--- src/rtl/alu8_pkg.sv ---
package alu8_pkg;

    typedef enum logic [3:0] {
        OP_ADD = 4'd0,
        OP_SUB = 4'd1,
        OP_AND = 4'd2,
        OP_OR  = 4'd3,
        OP_XOR = 4'd4,
        OP_CMP = 4'd5,
        OP_BIT = 4'd6,
        OP_SHL = 4'd7,
        OP_SHR = 4'd8,
        OP_ROL = 4'd9,
        OP_ROR = 4'd10,
        OP_INC = 4'd11,
        OP_DEC = 4'd12
    } alu_op_e;

    typedef enum logic [1:0] {
        LG_AND = 2'd0,
        LG_OR  = 2'd1,
        LG_XOR = 2'd2
    } logic_sel_e;

    typedef enum logic [2:0] {
        UN_SHL = 3'd0,
        UN_SHR = 3'd1,
        UN_ROL = 3'd2,
        UN_ROR = 3'd3,
        UN_INC = 3'd4,
        UN_DEC = 3'd5
    } unary_sel_e;

endpackage

--- src/rtl/alu8_addsub.sv ---
module alu8_addsub #(
    parameter int WIDTH = 8
) (
    input  logic [WIDTH-1:0] a,
    input  logic [WIDTH-1:0] b,
    input  logic             cin,
    input  logic             invert_b,
    output logic [WIDTH-1:0] sum,
    output logic             cout,
    output logic             ovf
);
    localparam int MSB = WIDTH - 1;

    logic [WIDTH-1:0] b_eff;
    logic [WIDTH:0]   full;

    always_comb begin
        b_eff = invert_b ? ~b : b;
        full  = {1'b0, a} + {1'b0, b_eff} + {{WIDTH{1'b0}}, cin};
        sum   = full[WIDTH-1:0];
        cout  = full[WIDTH];
        ovf   = (a[MSB] == b_eff[MSB]) && (sum[MSB] != a[MSB]);
    end

    // With B inverted and carry in set, the carry out means a >= b.
    always_comb begin
        if (invert_b && cin) begin
            assert_nob_borrow_R2: assert (cout == (a >= b))
                else $error("carry out disagrees with unsigned compare");
        end
    end

endmodule

--- src/rtl/alu8_bitwise.sv ---
module alu8_bitwise
    import alu8_pkg::*;
#(
    parameter int WIDTH = 8
) (
    input  logic_sel_e       sel,
    input  logic [WIDTH-1:0] a,
    input  logic [WIDTH-1:0] b,
    output logic [WIDTH-1:0] out
);
    always_comb begin
        case (sel)
            LG_AND:  out = a & b;
            LG_OR:   out = a | b;
            LG_XOR:  out = a ^ b;
            default: out = '0;
        endcase
    end

    always_comb begin
        if (sel == LG_AND) begin
            assert_and_subset_R8: assert ((out & ~a) == '0)
                else $error("AND result has bits outside operand a");
        end
    end

endmodule

--- src/rtl/alu8_unary.sv ---
module alu8_unary
    import alu8_pkg::*;
#(
    parameter int WIDTH = 8
) (
    input  unary_sel_e       sel,
    input  logic [WIDTH-1:0] x,
    input  logic             cin,
    output logic [WIDTH-1:0] out,
    output logic             cout
);
    localparam int MSB = WIDTH - 1;

    always_comb begin
        out  = x;
        cout = cin;
        case (sel)
            UN_SHL: begin out = {x[MSB-1:0], 1'b0}; cout = x[MSB]; end
            UN_SHR: begin out = {1'b0, x[MSB:1]};   cout = x[0];   end
            UN_ROL: begin out = {x[MSB-1:0], cin};  cout = x[MSB]; end
            UN_ROR: begin out = {cin, x[MSB:1]};    cout = x[0];   end
            UN_INC: out = x + 1'b1;
            UN_DEC: out = x - 1'b1;
            default: begin out = x; cout = cin; end
        endcase
    end

    always_comb begin
        if (sel == UN_SHL) begin
            assert_shl_fill_R5: assert (out[0] == 1'b0)
                else $error("shift left did not clear bit 0");
        end
        if (sel == UN_ROR) begin
            assert_ror_fill_R6: assert (out[MSB] == cin)
                else $error("rotate right did not fill top bit with carry");
        end
        if (sel == UN_INC || sel == UN_DEC) begin
            assert_step_carry_R7: assert (cout == cin)
                else $error("increment or decrement changed the carry");
        end
    end

endmodule

--- src/rtl/alu8_core.sv ---
module alu8_core
    import alu8_pkg::*;
#(
    parameter int WIDTH = 8
) (
    input  logic [3:0]       op,
    input  logic [WIDTH-1:0] opa,
    input  logic [WIDTH-1:0] opb,
    input  logic             c_in,
    input  logic             v_in,
    output logic [WIDTH-1:0] res,
    output logic             flag_n,
    output logic             flag_v,
    output logic             flag_z,
    output logic             flag_c,
    output logic             wr_en
);
    localparam int MSB = WIDTH - 1;

    alu_op_e    op_e;
    logic       as_invert;
    logic       as_cin;
    logic_sel_e lg_sel;
    unary_sel_e un_sel;

    logic [WIDTH-1:0] as_sum;
    logic             as_cout;
    logic             as_ovf;
    logic [WIDTH-1:0] lg_out;
    logic [WIDTH-1:0] un_out;
    logic             un_cout;

    assign op_e = alu_op_e'(op);

    // Operand routing for the three datapath units.
    always_comb begin
        as_invert = (op_e == OP_SUB) || (op_e == OP_CMP);
        as_cin    = (op_e == OP_CMP) ? 1'b1 : c_in;
        case (op_e)
            OP_OR:   lg_sel = LG_OR;
            OP_XOR:  lg_sel = LG_XOR;
            default: lg_sel = LG_AND;
        endcase
        case (op_e)
            OP_SHR:  un_sel = UN_SHR;
            OP_ROL:  un_sel = UN_ROL;
            OP_ROR:  un_sel = UN_ROR;
            OP_INC:  un_sel = UN_INC;
            OP_DEC:  un_sel = UN_DEC;
            default: un_sel = UN_SHL;
        endcase
    end

    alu8_addsub #(.WIDTH(WIDTH)) u_addsub (
        .a        (opa),
        .b        (opb),
        .cin      (as_cin),
        .invert_b (as_invert),
        .sum      (as_sum),
        .cout     (as_cout),
        .ovf      (as_ovf)
    );

    alu8_bitwise #(.WIDTH(WIDTH)) u_bitwise (
        .sel (lg_sel),
        .a   (opa),
        .b   (opb),
        .out (lg_out)
    );

    alu8_unary #(.WIDTH(WIDTH)) u_unary (
        .sel  (un_sel),
        .x    (opb),
        .cin  (c_in),
        .out  (un_out),
        .cout (un_cout)
    );

    // Result, flag and write-strobe selection.
    always_comb begin
        res    = opa;
        flag_v = v_in;
        flag_c = c_in;
        wr_en  = 1'b0;
        case (op_e)
            OP_ADD, OP_SUB: begin
                res    = as_sum;
                flag_v = as_ovf;
                flag_c = as_cout;
                wr_en  = 1'b1;
            end
            OP_CMP: begin
                res    = as_sum;
                flag_c = as_cout;
            end
            OP_AND, OP_OR, OP_XOR: begin
                res   = lg_out;
                wr_en = 1'b1;
            end
            OP_BIT: begin
                res    = lg_out;
                flag_v = opb[MSB-1];
            end
            OP_SHL, OP_SHR, OP_ROL, OP_ROR, OP_INC, OP_DEC: begin
                res    = un_out;
                flag_c = un_cout;
                wr_en  = 1'b1;
            end
            default: begin
                res = opa;
            end
        endcase
        flag_z = (res == '0);
        flag_n = (op_e == OP_BIT) ? opb[MSB] : res[MSB];
    end

    // Guards on the assembled outputs.
    always_comb begin
        if (op_e == OP_CMP || op_e == OP_BIT) begin
            assert_flags_only_R10: assert (!wr_en)
                else $error("compare or bit test asserted the write strobe");
        end
        if (op_e == OP_CMP) begin
            assert_cmp_order_R3: assert (flag_c == (opa >= opb) && flag_z == (opa == opb))
                else $error("compare flags do not match operand order");
        end
        if (op_e == OP_BIT) begin
            assert_bit_copy_R4: assert (flag_n == opb[MSB] && flag_v == opb[MSB-1] && flag_c == c_in)
                else $error("bit test flags not copied from operand b");
        end
        if (op > 4'd12) begin
            assert_unused_quiet_R11: assert (!wr_en && res == opa && flag_c == c_in && flag_v == v_in)
                else $error("unassigned code changed state");
        end
    end

endmodule

--- config.mk ---
export PLATFORM = sky130hd
export DESIGN_NAME = alu8_core
export DESIGN_NICKNAME = d
export VERILOG_FILES = /design/src/rtl/alu8_pkg.sv /design/src/rtl/alu8_addsub.sv /design/src/rtl/alu8_bitwise.sv /design/src/rtl/alu8_unary.sv /design/src/rtl/alu8_core.sv
export SDC_FILE = /design/constraint.sdc
export NUM_CORES = 1
export LEC_CHECK = 0
export ABC_CLOCK_PERIOD_IN_PS = 5750
export BUFFER_PORTS_ARGS = -buffer_cell sky130_fd_sc_hd__buf_4
export CORE_MARGIN = 3
export CORE_UTILIZATION = 25
export DETAILED_ROUTE_END_ITERATION = 10
export PLACE_DENSITY = 0.5
export SKIP_LAST_GASP = 1
export SLEW_MARGIN = 0
export SYNTH_ARGS = -nofsm -noshare
export SYNTH_HDL_FRONTEND = slang
export SYNTH_HIERARCHICAL = 1
export SYNTH_SLANG_ARGS = --single-unit
--- constraint.sdc ---
create_clock -name vclk -period 5.75
set_input_delay 0.8625 -clock vclk [all_inputs]
set_output_delay 0.8625 -clock vclk [all_outputs]
set_load 0.02 [all_outputs]
# After elaboration in Yosys (flattened, before gate mapping)
# Cells that the tools add are included.
dict set report classes {
  add_sub_neg 4
  multipliers 0
  div 0
  order_cmp 0
  n_eq_ne 21
  shifts 0
  n_mux 12
  n_bitwise 4
  n_reduce_logical 13
}
# cell count
set ops {}
lappend ops {{$pmux W8 S3} 2}
lappend ops {{$pmux W8 S6} 1}
lappend ops {{$eq A4 B4 Y1 const B} 5}
lappend ops {{$eq A4 B3 Y1 const B} 4}
lappend ops {{$pmux W3 S5} 1}
lappend ops {{$reduce_or A11 Y1} 1}
lappend ops {{$add A8 B8 Y9} 1}
lappend ops {{$add A9 B1 Y9} 1}
lappend ops {{$add A8 B1 Y8 const B} 1}
lappend ops {{$and A8 B8 Y8} 1}
lappend ops {{$eq A4 B2 Y1 const B} 2}
lappend ops {{$logic_not A8 Y1} 1}
lappend ops {{$mux W8} 1}
lappend ops {{$not A8 Y8} 1}
lappend ops {{$or A8 B8 Y8} 1}
lappend ops {{$sub A8 B1 Y8 const B} 1}
lappend ops {{$xor A8 B8 Y8} 1}
lappend ops {{$eq A3 B2 Y1 const B} 2}
lappend ops {{$eq A3 B3 Y1 const B} 2}
lappend ops {{$pmux W1 S2} 3}
lappend ops {{$reduce_or A2 Y1} 3}
lappend ops {{$reduce_or A6 Y1} 1}
lappend ops {{$eq A4 B1 Y1 const B} 1}
lappend ops {{$logic_not A4 Y1} 1}
lappend ops {{other kinds (13)} 15}
dict set report word_totals {
  reg_bits 0
  latch_bits 0
  mem_bits_rw 0
  romBits 0
  in_bits 22
  out_inout_bits 13
  wordCells 54
  memories 0
}

# Longest topological paths before layout
# Gate-level depths: netlist of the first run.
dict set report depth {
  depth_word 8
  ltp_mapped 18
  mapped_depth_nobuf 16
}

# By module
# Netlist of the first run, hierarchy kept.
# module n_inst cells_per_inst area_each_um2 seq_area_each_um2
set by_module_without_submodules {}
lappend by_module_without_submodules {alu8_core 1 122 700.7 0.0}
lappend by_module_without_submodules {alu8_unary 1 93 629.4 0.0}
lappend by_module_without_submodules {alu8_bitwise 1 52 484.2 0.0}
lappend by_module_without_submodules {alu8_addsub 1 58 452.9 0.0}

# Worst setup path before layout of the first run
# No wires, ideal clock.
dict set report synth_timing {
  kind {input -> output}
  from {input op[3]}
  to {output flag_z}
  arrival_time_ps 4404
  required_ps 4888
  path_slack_ps 483
  stages 16
  n_path_buf 3
  path_cell_list {clkbuf_1 -> clkbuf_1 -> nand2b_1 -> nor2_1 -> buf_2 -> xnor2_1 -> fa_1 -> fa_1 -> nor2b_1 -> o31a_1 -> o31ai_1 -> a21boi_1 -> a221o_1 -> a22o_1 -> nand2b_1 -> nor4_2}
}
dict set report synth_via {
  elab_chain_len 7
  elab_cells_between_ends 36
  classes_between {add/sub: 2; eq/ne: 19; mux: 7; reduce/logical: 8}
}
# element line
set synth_rtl {}
lappend synth_rtl {{from (decl)} alu8_core.sv:6} ;# input logic [3:0] op,
lappend synth_rtl {{$eq A4 B1 Y1 / $eq A4 B3 Y1 (equally long branches)} alu8_core.sv:37} ;# as_invert = (op_e == OP_SUB) || (op_e == OP_CMP);
lappend synth_rtl {{$logic_or A1 B1 Y1 *} alu8_core.sv:37}
lappend synth_rtl {{named net as_invert} alu8_core.sv:21} ;# logic as_invert;
lappend synth_rtl {{$mux W8 *} alu8_addsub.sv:18} ;# b_eff = invert_b ? ~b : b;
lappend synth_rtl {{$add A8 B8 Y9 *} alu8_addsub.sv:19} ;# full = {1'b0, a} + {1'b0, b_eff} + {{WIDTH{1'b0}}, cin};
lappend synth_rtl {{$add A9 B1 Y9 *} alu8_addsub.sv:19}
lappend synth_rtl {{named net as_sum[6]} alu8_core.sv:26} ;# logic [WIDTH-1:0] as_sum;
lappend synth_rtl {{$pmux W8 S3 *} alu8_core.sv:85} ;# case (op_e)
lappend synth_rtl {{named net res[6]} alu8_core.sv:11} ;# output logic [WIDTH-1:0] res,
lappend synth_rtl {{$logic_not A8 Y1 *} alu8_core.sv:113} ;# flag_z = (res == '0);
lappend synth_rtl {{to (decl)} alu8_core.sv:14} ;# output logic flag_z,
# The timed path passes the listed nets; every way through them passes the cells marked *.

# Final worst setup path of the first run
dict set report layout_timing {
  from {input op[3]}
  to {output flag_z}
}
dict set report layout_via {
  elab_chain_len 7
  elab_cells_between_ends 36
  classes_between {add/sub: 2; eq/ne: 19; mux: 7; reduce/logical: 8}
}
# element line
set layout_rtl {}
lappend layout_rtl {{$eq A4 B1 Y1 / $eq A4 B3 Y1 (equally long branches)} alu8_core.sv:37}
lappend layout_rtl {{$logic_or A1 B1 Y1 *} alu8_core.sv:37}
lappend layout_rtl {{named net as_invert} alu8_core.sv:21}
lappend layout_rtl {{$mux W8 *} alu8_addsub.sv:18}
lappend layout_rtl {{$add A8 B8 Y9 *} alu8_addsub.sv:19}
lappend layout_rtl {{$add A9 B1 Y9 *} alu8_addsub.sv:19}
lappend layout_rtl {{named net as_sum[7]} alu8_core.sv:26}
lappend layout_rtl {{$pmux W8 S3 *} alu8_core.sv:85}
lappend layout_rtl {{$logic_not A8 Y1 *} alu8_core.sv:113}
# Marked as above.

==> impl_metrics.json, run 1 <==
{
  "status": "complete, no violations",
  "n_fill_cell": 974,
  "firstDrtPassIters": 4,
  "antenna_found_initial": 0,
  "cp_max_fo": 31,
  "drcViolationCount": 0,
  "irDropWorstVdd_uv": 51.5,
  "hpwlAfterDp_um": 5480,
  "drt-initial-drc-count": 192,
  "p_switching_uw": 142,
  "drv_slew": 0,
  "final_layout_size_suffix_gt1_frac": 0.192,
  "min_period_ns": 5.21,
  "netlist_area_um2": 2270,
  "die-width_um": 101,
  "seq_cells": 0,
  "gr-total-overflow": 0,
  "worstSetupPathType": "primary input to primary output",
  "crit_arrival_ns": 4.34,
  "regArea_um2": 0,
  "dp.cells": 451,
  "hold_viol": 0,
  "fin_cells": 451,
  "postRouteAntennaNets": 0,
  "fmax_mhz": 192,
  "start_util": 0.259,
  "final_util": 0.294,
  "end_kind": "primary output",
  "die_area_um2": 10200,
  "diodes": 0,
  "slew_headroom": 0.594,
  "die_y_um": 101,
  "fp-row-count": 34,
  "synth.net_count": 376,
  "port-buffer-count": 35,
  "placed_area_um2": 2580,
  "combPwrFrac": 1.000,
  "grt_pass1_wl_um": 11400,
  "power_frac_seq": 0,
  "p_clk_frac": 0,
  "routed_wl_um": 7030,
  "worst-slew-pin-transition_ns": 0.608,
  "cts_setup_buffers": 0,
  "final_net_count": 396,
  "clock_buffers": 0,
  "stdcell_area_um2": 2580,
  "max_cap_violations": 0,
  "holdCritPathClass": "primary input to primary output",
  "holdBufCountCts": 0,
  "place_congestion": 0.825,
  "setup_viol": 0,
  "avgRoutedWirePerCell_um": 15.6,
  "post-route-period-util": 0.905,
  "rsz0062_at_grt": "no",
  "internal-power_uw": 108,
  "grt_pass1_vias": 2232,
  "synth.avg_cell_area_um2": 6.98,
  "core_area_um2": 8760,
  "via_per_inst": 5.34,
  "grt_max_degree": 32,
  "yosysSeqAreaShare": 0,
  "start_kind": "primary input",
  "final.setup.tns_ns": 0,
  "power_density_nw_per_um2": 96.7,
  "io_pins": 35,
  "power_leakage_uw": 0.00117,
  "vias": 2410,
  "synth_cell_types": 60,
  "syn_to_final_growth_pct": 13.8,
  "switching_share": 0.569,
  "yosys_warnings": 6,
  "syn_inst": 325,
  "cp_data_required_time_ns": 4.89,
  "grtUsageTotal": 0.135,
  "cts_resized": 0
}
-- cells by family (layout without fill, tap and decap cells) --
kind of cell / count (synthesis) / after routing / synth area share
compound gates: 98 / 98 / 0.322
simple gates: 111 / 111 / 0.260
fa+ha+maj: 29 / 29 / 0.167
mux: 17 / 17 / 0.0784
xor+xnor: 17 / 17 / 0.0657
buf+inv: 53 / 71 / 0.107
-- metrics by stage --
step | total power [uW] | hold slack (ns) | setup WS, ns
floorplan | 173 | 1.90 | 0.483
global placement | 247 | 2.06 | 0.599
detailed placement | 249 | 2.07 | 0.597
CTS | 250 | 2.07 | 0.578
global route | 277 | 2.08 | 0.309
finish | 249 | 2.06 | 0.544
-- worst paths after layout --
path	slack [ns]	to	cells after the start	from
setup / recovery	0.54	flag_z	15	op[3]
hold / removal	2.06	flag_v	4	v_in
-- metal layers --
layer | vias up | global-route usage | share of wire | wire [um]
met5 | - | 0 | 0 | 0
met4 | 0 | 0.00716 | 0.0058 | 41
met3 | 6 | 0.0124 | 0.036 | 250
met2 | 50 | 0.235 | 0.48 | 3400
met1 | 1143 | 0.188 | 0.47 | 3340
li1 | 1211 | - | - | -
-- final cells by class --
| cell class | instances | area [um2] | share of cell area |
|---|---|---|---|
| Timing Repair Buffer | 41 | 308 | 0.119 |
| Multi-Input combinational cell | 272 | 2020 | 0.785 |
| Inverter | 30 | 113 | 0.0436 |
| Tap cell | 108 | 135 | 0.0524 |
-- synthesized netlist by cell type (2+ instances only) --
library cell  number  area (um2)
nand4bb_1          2        22.5
o22ai_1            3        18.8
a22oi_1            4        30.0
o31a_1             3        26.3
nor3_1             3        15.0
mux2i_1           14         140
ha_1              27         338
fa_1               2        40.0
buf_4              4        30.0
and2_1             4        25.0
a211oi_1           3        22.5
inv_2              2        7.51
nand2b_1           8        50.1
nand3b_1           3        22.5
o22ai_2            8         100
nand3_1            6        30.0
mux2_2             2        22.5
o211ai_1           4        30.0
inv_1             28         105
o21ai_0           16        80.1
a22o_1             5        43.8
xnor2_1            8        70.1
clkbuf_1          10        37.5
o21a_1             3        22.5
buf_2              5        25.0
nand2_1           33         124
xor2_1             9        78.8
nor2_1            30         113
a21oi_1           20         100
a221o_1            7        70.1
a32oi_1            9        78.8
nor2b_1            8        50.1
buf_6              3        33.8
o221ai_1           3        26.3
-- placed cells by master, fill, tap and decap left out, drive strengths merged, types with 2 or more instances in the layout --
cell type / n
nand3b: 4
xor2: 9
buf: 41
ha: 27
nand4bb: 2
and2: 4
or3: 2
nor2b: 9
nor2: 31
a22oi: 4
o21a: 4
nand3: 6
o221ai: 3
a221o: 7
a21oi: 21
nand2b: 9
nor3: 3
a32oi: 9
mux2: 3
nand2: 33
mux2i: 14
o211ai: 4
a22o: 5
o31a: 3
o22ai: 11
fa: 2
o21ai: 18
xnor2: 8
inv: 30
a211oi: 3
-- power by group through the flow --
stage / clock network [uW] / logic (uW) / registers [uW]
floorplan: 0 / 173 / 0
global placement: 0 / 247 / 0
detailed placement: 0 / 249 / 0
CTS: 0 / 250 / 0
global route: 0 / 277 / 0
finish: 0 / 249 / 0
-- worst max-delay path: stages --
cell	delay, ns
buf_4	0.21
nand2b_1	0.20
nor2_1	0.17
buf_4	0.22
xor2_1	0.20
ha_1	0.26
nor2b_4	0.13
o31a_1	0.29
o32a_1	0.37
xor2_1	0.17
a221o_1	0.34
a22oi_1	0.34
nand2b_1	0.11
nor4_2	0.26
buf_4	0.21
No activity file was read; power rests on OpenSTA's default activity.
==> run 2, diff against run 1 <==
--- a/config.mk
+++ b/config.mk
@@ -7,10 +7,12 @@
 export LEC_CHECK = 0
 export ABC_CLOCK_PERIOD_IN_PS = 5750
 export BUFFER_PORTS_ARGS = -buffer_cell sky130_fd_sc_hd__buf_4
+export CAP_MARGIN = 20
 export CORE_MARGIN = 3
 export CORE_UTILIZATION = 25
 export DETAILED_ROUTE_END_ITERATION = 10
-export PLACE_DENSITY = 0.5
+export GPL_ROUTABILITY_DRIVEN = 0
+export PLACE_DENSITY = 0.43
 export SKIP_LAST_GASP = 1
 export SLEW_MARGIN = 0
 export SYNTH_ARGS = -nofsm -noshare
==> run 2 against run 1 <==
  * Cell area is the same
  * Largest power group unchanged
  * Non-clock buffer count did not move
  * Combinational power hardly changed
==> impl_metrics.json, run 2 (same netlist as run 1, synthesis figures left out) <==
{
  "die_y_um": 101,
  "drt-initial-drc-count": 171,
  "n_fill_cell": 974,
  "post-route-period-util": 0.895,
  "dpl_worst_slack_ns": 0.617,
  "slew_headroom": 0.553,
  "cts_setup_buffers": 0,
  "mostFrequentLayoutCells": "buf_4 (41), nand2_1 (33), nor2_1 (30)",
  "setup_viol": 0,
  "irDropWorstVdd_uv": 53.4,
  "start_kind": "primary input",
  "antenna_found_initial": 0,
  "max_stage_delay_ns": 0.36,
  "end_kind": "primary output",
  "diodes": 0,
  "hold_viol": 0,
  "cp_max_fo": 31,
  "grt_pass1_wl_um": 11700,
  "seq_cells": 0,
  "clock_buffers": 0,
  "syn_to_final_growth_pct": 13.8,
  "postRouteAntennaNets": 0,
  "min_period_ns": 5.15,
  "critical_path.slowest_cell": "o32a_1",
  "max_cap_violations": 0,
  "die-width_um": 101,
  "grtUsageTotal": 0.140,
  "layout_setup_ws_ns": 0.601,
  "fmax_mhz": 194,
  "die_area_um2": 10200,
  "firstDrtPassIters": 4,
  "routed_wl_um": 7220,
  "start_util": 0.259,
  "drcViolationCount": 0,
  "final_layout_size_suffix_gt1_frac": 0.192,
  "drv_slew": 0,
  "crit_family": "compound AO/OA/AOI/OAI gates",
  "via_per_inst": 5.29,
  "cp_data_required_time_ns": 4.89,
  "rsz0062_at_grt": "no",
  "core_area_um2": 8760,
  "holdBufCountCts": 0,
  "crit_arrival_ns": 4.29,
  "worst-slew-pin-transition_ns": 0.669,
  "hpwlAfterDp_um": 5680,
  "path_cells": "buf_4, nand2b_1, nor2_1, buf_4, xor2_1, ha_1, nor2b_4, o31a_1, o32a_1, xor2_1, a221o_1, a22oi_1, nand2b_1, nor4_2, buf_4",
  "avgRoutedWirePerCell_um": 16.0,
  "cts_resized": 0,
  "power_density_nw_per_um2": 97.0,
  "regArea_um2": 0,
  "min_delay_path_depth": 4,
  "grt_max_degree": 32,
  "holdCritPathClass": "primary input to primary output",
  "port-buffer-count": 35,
  "io_pins": 35,
  "status": "complete, no violations",
  "gr-total-overflow": 0,
  "fp-row-count": 34,
  "power_leakage_uw": 0.00117,
  "final_net_count": 396,
  "worstSetupPathType": "primary input to primary output",
  "path_buf_inv": 3,
  "cp.depth": 15,
  "path_common_cell": "buf_4",
  "grt_pass1_vias": 2235,
  "final.setup.tns_ns": 0,
  "vias": 2385,
  "final_common_cell": "buf_4"
}
==> run 2: cell counts in the layout (fill, tap and decap cells not counted) <==
No cell type changed its count.
==> run 2: path summary, 6_finish.rpt <==
check / start / endpoint / slack (ns)
max: op[3] / flag_z / 0.60
min: v_in / flag_v / 2.06
==> run 2: power breakdown <==
| group | total, uW | switching, uW | internal [uW] |
|---|---|---|---|
| Combinational | 250 | 143 | 108 |
| Clock | 0 | 0 | 0 |
| Sequential | 0 | 0 | 0 |
| Total | 250 | 143 | 108 |
==> run 2: final cells by class <==
class / count / area (um2) / share of cell area
Timing Repair Buffer: 41 / 308 / 0.119
Multi-Input combinational cell: 272 / 2020 / 0.785
Inverter: 30 / 113 / 0.0436
Tap cell: 108 / 135 / 0.0524
==> run 2: routing by layer <==
layer  GRT usage  share of wire
met1       0.196           0.47
met2       0.246           0.47
met3     0.00482          0.045
met4      0.0164          0.014
met5           0              0
==> run 2: through the flow <==
step	util	hold slack [ns]	power, uW	std cells	area [um2]
detailed placement	0.294	2.06	251	451	2580
finish	0.294	2.06	250	451	2580
global placement	0.294	2.06	250	451	2580
floorplan	-	1.90	173	325	2270
global route	0.294	2.08	278	451	2580
CTS	0.294	2.07	253	451	2580
==> run 2: worst min-delay path, stage by stage <==
cell	delay, ns
buf_4	0.07
o21ai_0	0.06
o21ai_0	0.07
buf_4	0.14
==> run 3, diff against run 2 <==
--- a/config.mk
+++ b/config.mk
@@ -12,6 +12,7 @@
 export CORE_UTILIZATION = 25
 export DETAILED_ROUTE_END_ITERATION = 10
 export GPL_ROUTABILITY_DRIVEN = 0
+export MAX_ROUTING_LAYER = met4
 export PLACE_DENSITY = 0.43
 export SKIP_LAST_GASP = 1
 export SLEW_MARGIN = 0
==> run 3 against run 2 <==
  * Cell area stayed put
  * Critical path type unchanged
  * Critical path depth stayed put
  * Sequential share of layout area stayed put
==> impl_metrics.json, run 3 (same netlist as run 1, synthesis figures left out) <==
{
  "final_layout_size_suffix_gt1_frac": 0.192,
  "crit_arrival_ns": 4.28,
  "post-route-period-util": 0.894,
  "holdBufCountCts": 0,
  "final_common_cell": "buf_4",
  "antenna_found_initial": 0,
  "final.setup.tns_ns": 0,
  "core_area_um2": 8760,
  "rsz0062_at_grt": "no",
  "cts_setup_buffers": 0,
  "cp_max_fo": 31,
  "fp-row-count": 34,
  "grt_pass1_wl_um": 11700,
  "drv_slew": 0,
  "routed_wl_um": 7300,
  "start_util": 0.259,
  "via_per_inst": 5.33,
  "die-width_um": 101,
  "holdCritPathClass": "primary input to primary output",
  "grtUsageTotal": 0.144,
  "max_cap_violations": 0,
  "syn_to_final_growth_pct": 13.8,
  "cp_data_required_time_ns": 4.89,
  "mostFrequentLayoutCells": "buf_4 (41), nand2_1 (33), nor2_1 (30)",
  "seq_cells": 0,
  "grt_max_degree": 32,
  "die_y_um": 101,
  "worstSetupPathType": "primary input to primary output",
  "status": "complete, no violations",
  "layout_setup_ws_ns": 0.607,
  "power_leakage_uw": 0.00117,
  "min_period_ns": 5.14,
  "fmax_mhz": 194,
  "avgRoutedWirePerCell_um": 16.2,
  "io_pins": 35,
  "cts_resized": 0,
  "port-buffer-count": 35,
  "worst-slew-pin-transition_ns": 0.653,
  "regArea_um2": 0,
  "slew_headroom": 0.564,
  "vias": 2404,
  "setup_viol": 0,
  "die_area_um2": 10200,
  "postRouteAntennaNets": 0,
  "power_density_nw_per_um2": 97.5,
  "drt-initial-drc-count": 157,
  "diodes": 0,
  "dpl_worst_slack_ns": 0.617,
  "firstDrtPassIters": 4,
  "clock_buffers": 0,
  "start_kind": "primary input",
  "final_net_count": 396,
  "gr-total-overflow": 0,
  "grt_pass1_vias": 2234,
  "hpwlAfterDp_um": 5680,
  "end_kind": "primary output",
  "final_util": 0.294,
  "irDropWorstVdd_uv": 53.7,
  "drcViolationCount": 0,
  "hold_viol": 0
}
run 3: metal layers:
metal | global-route usage | up-vias | share of wire
met5 | - | - | 0
met4 | 0.0164 | 0 | 0.014
met3 | 0.00207 | 7 | 0.038
met2 | 0.245 | 47 | 0.47
met1 | 0.198 | 1140 | 0.48
li1 | - | 1210 | -
run 3: final timing paths:
kind / start / end / cells after the start
worst min-delay path: v_in / flag_v / 4
worst max-delay path: op[3] / flag_z / 15
run 3: critical path, cell delays in order:
cell and delay [ns]:
buf_4 0.21, nand2b_1 0.20, nor2_1 0.18, buf_4 0.23, xor2_1 0.20, ha_1 0.27
nor2b_4 0.13, o31a_1 0.30, o32a_1 0.36, xor2_1 0.16, a221o_1 0.33, a22oi_1 0.31
nand2b_1 0.12, nor4_2 0.21, buf_4 0.20
run 3: per-stage QoR:
stage	cell area, um2	total power [uW]	hold WS [ns]	std cells
2_1_floorplan	2270	173	1.90	325
3_3_place_gp	2580	250	2.06	451
3_5_place_dp	2580	251	2.06	451
4_1_cts	2580	253	2.07	451
5_1_grt	2580	278	2.08	451
6_report	2580	251	2.06	451
run 3: report_power, final:
part	total [uW]	internal, uW	switching (uW)
Clock	0	0	0
Combinational	251	108	144
Sequential	0	0	0
Total	251	108	144
run 3: layout make-up:
cell class	count	area (um2)
multi-input cells	272	2020
fillers	974	6180
repair buffers	41	308
inverters	30	113
well taps	108	135
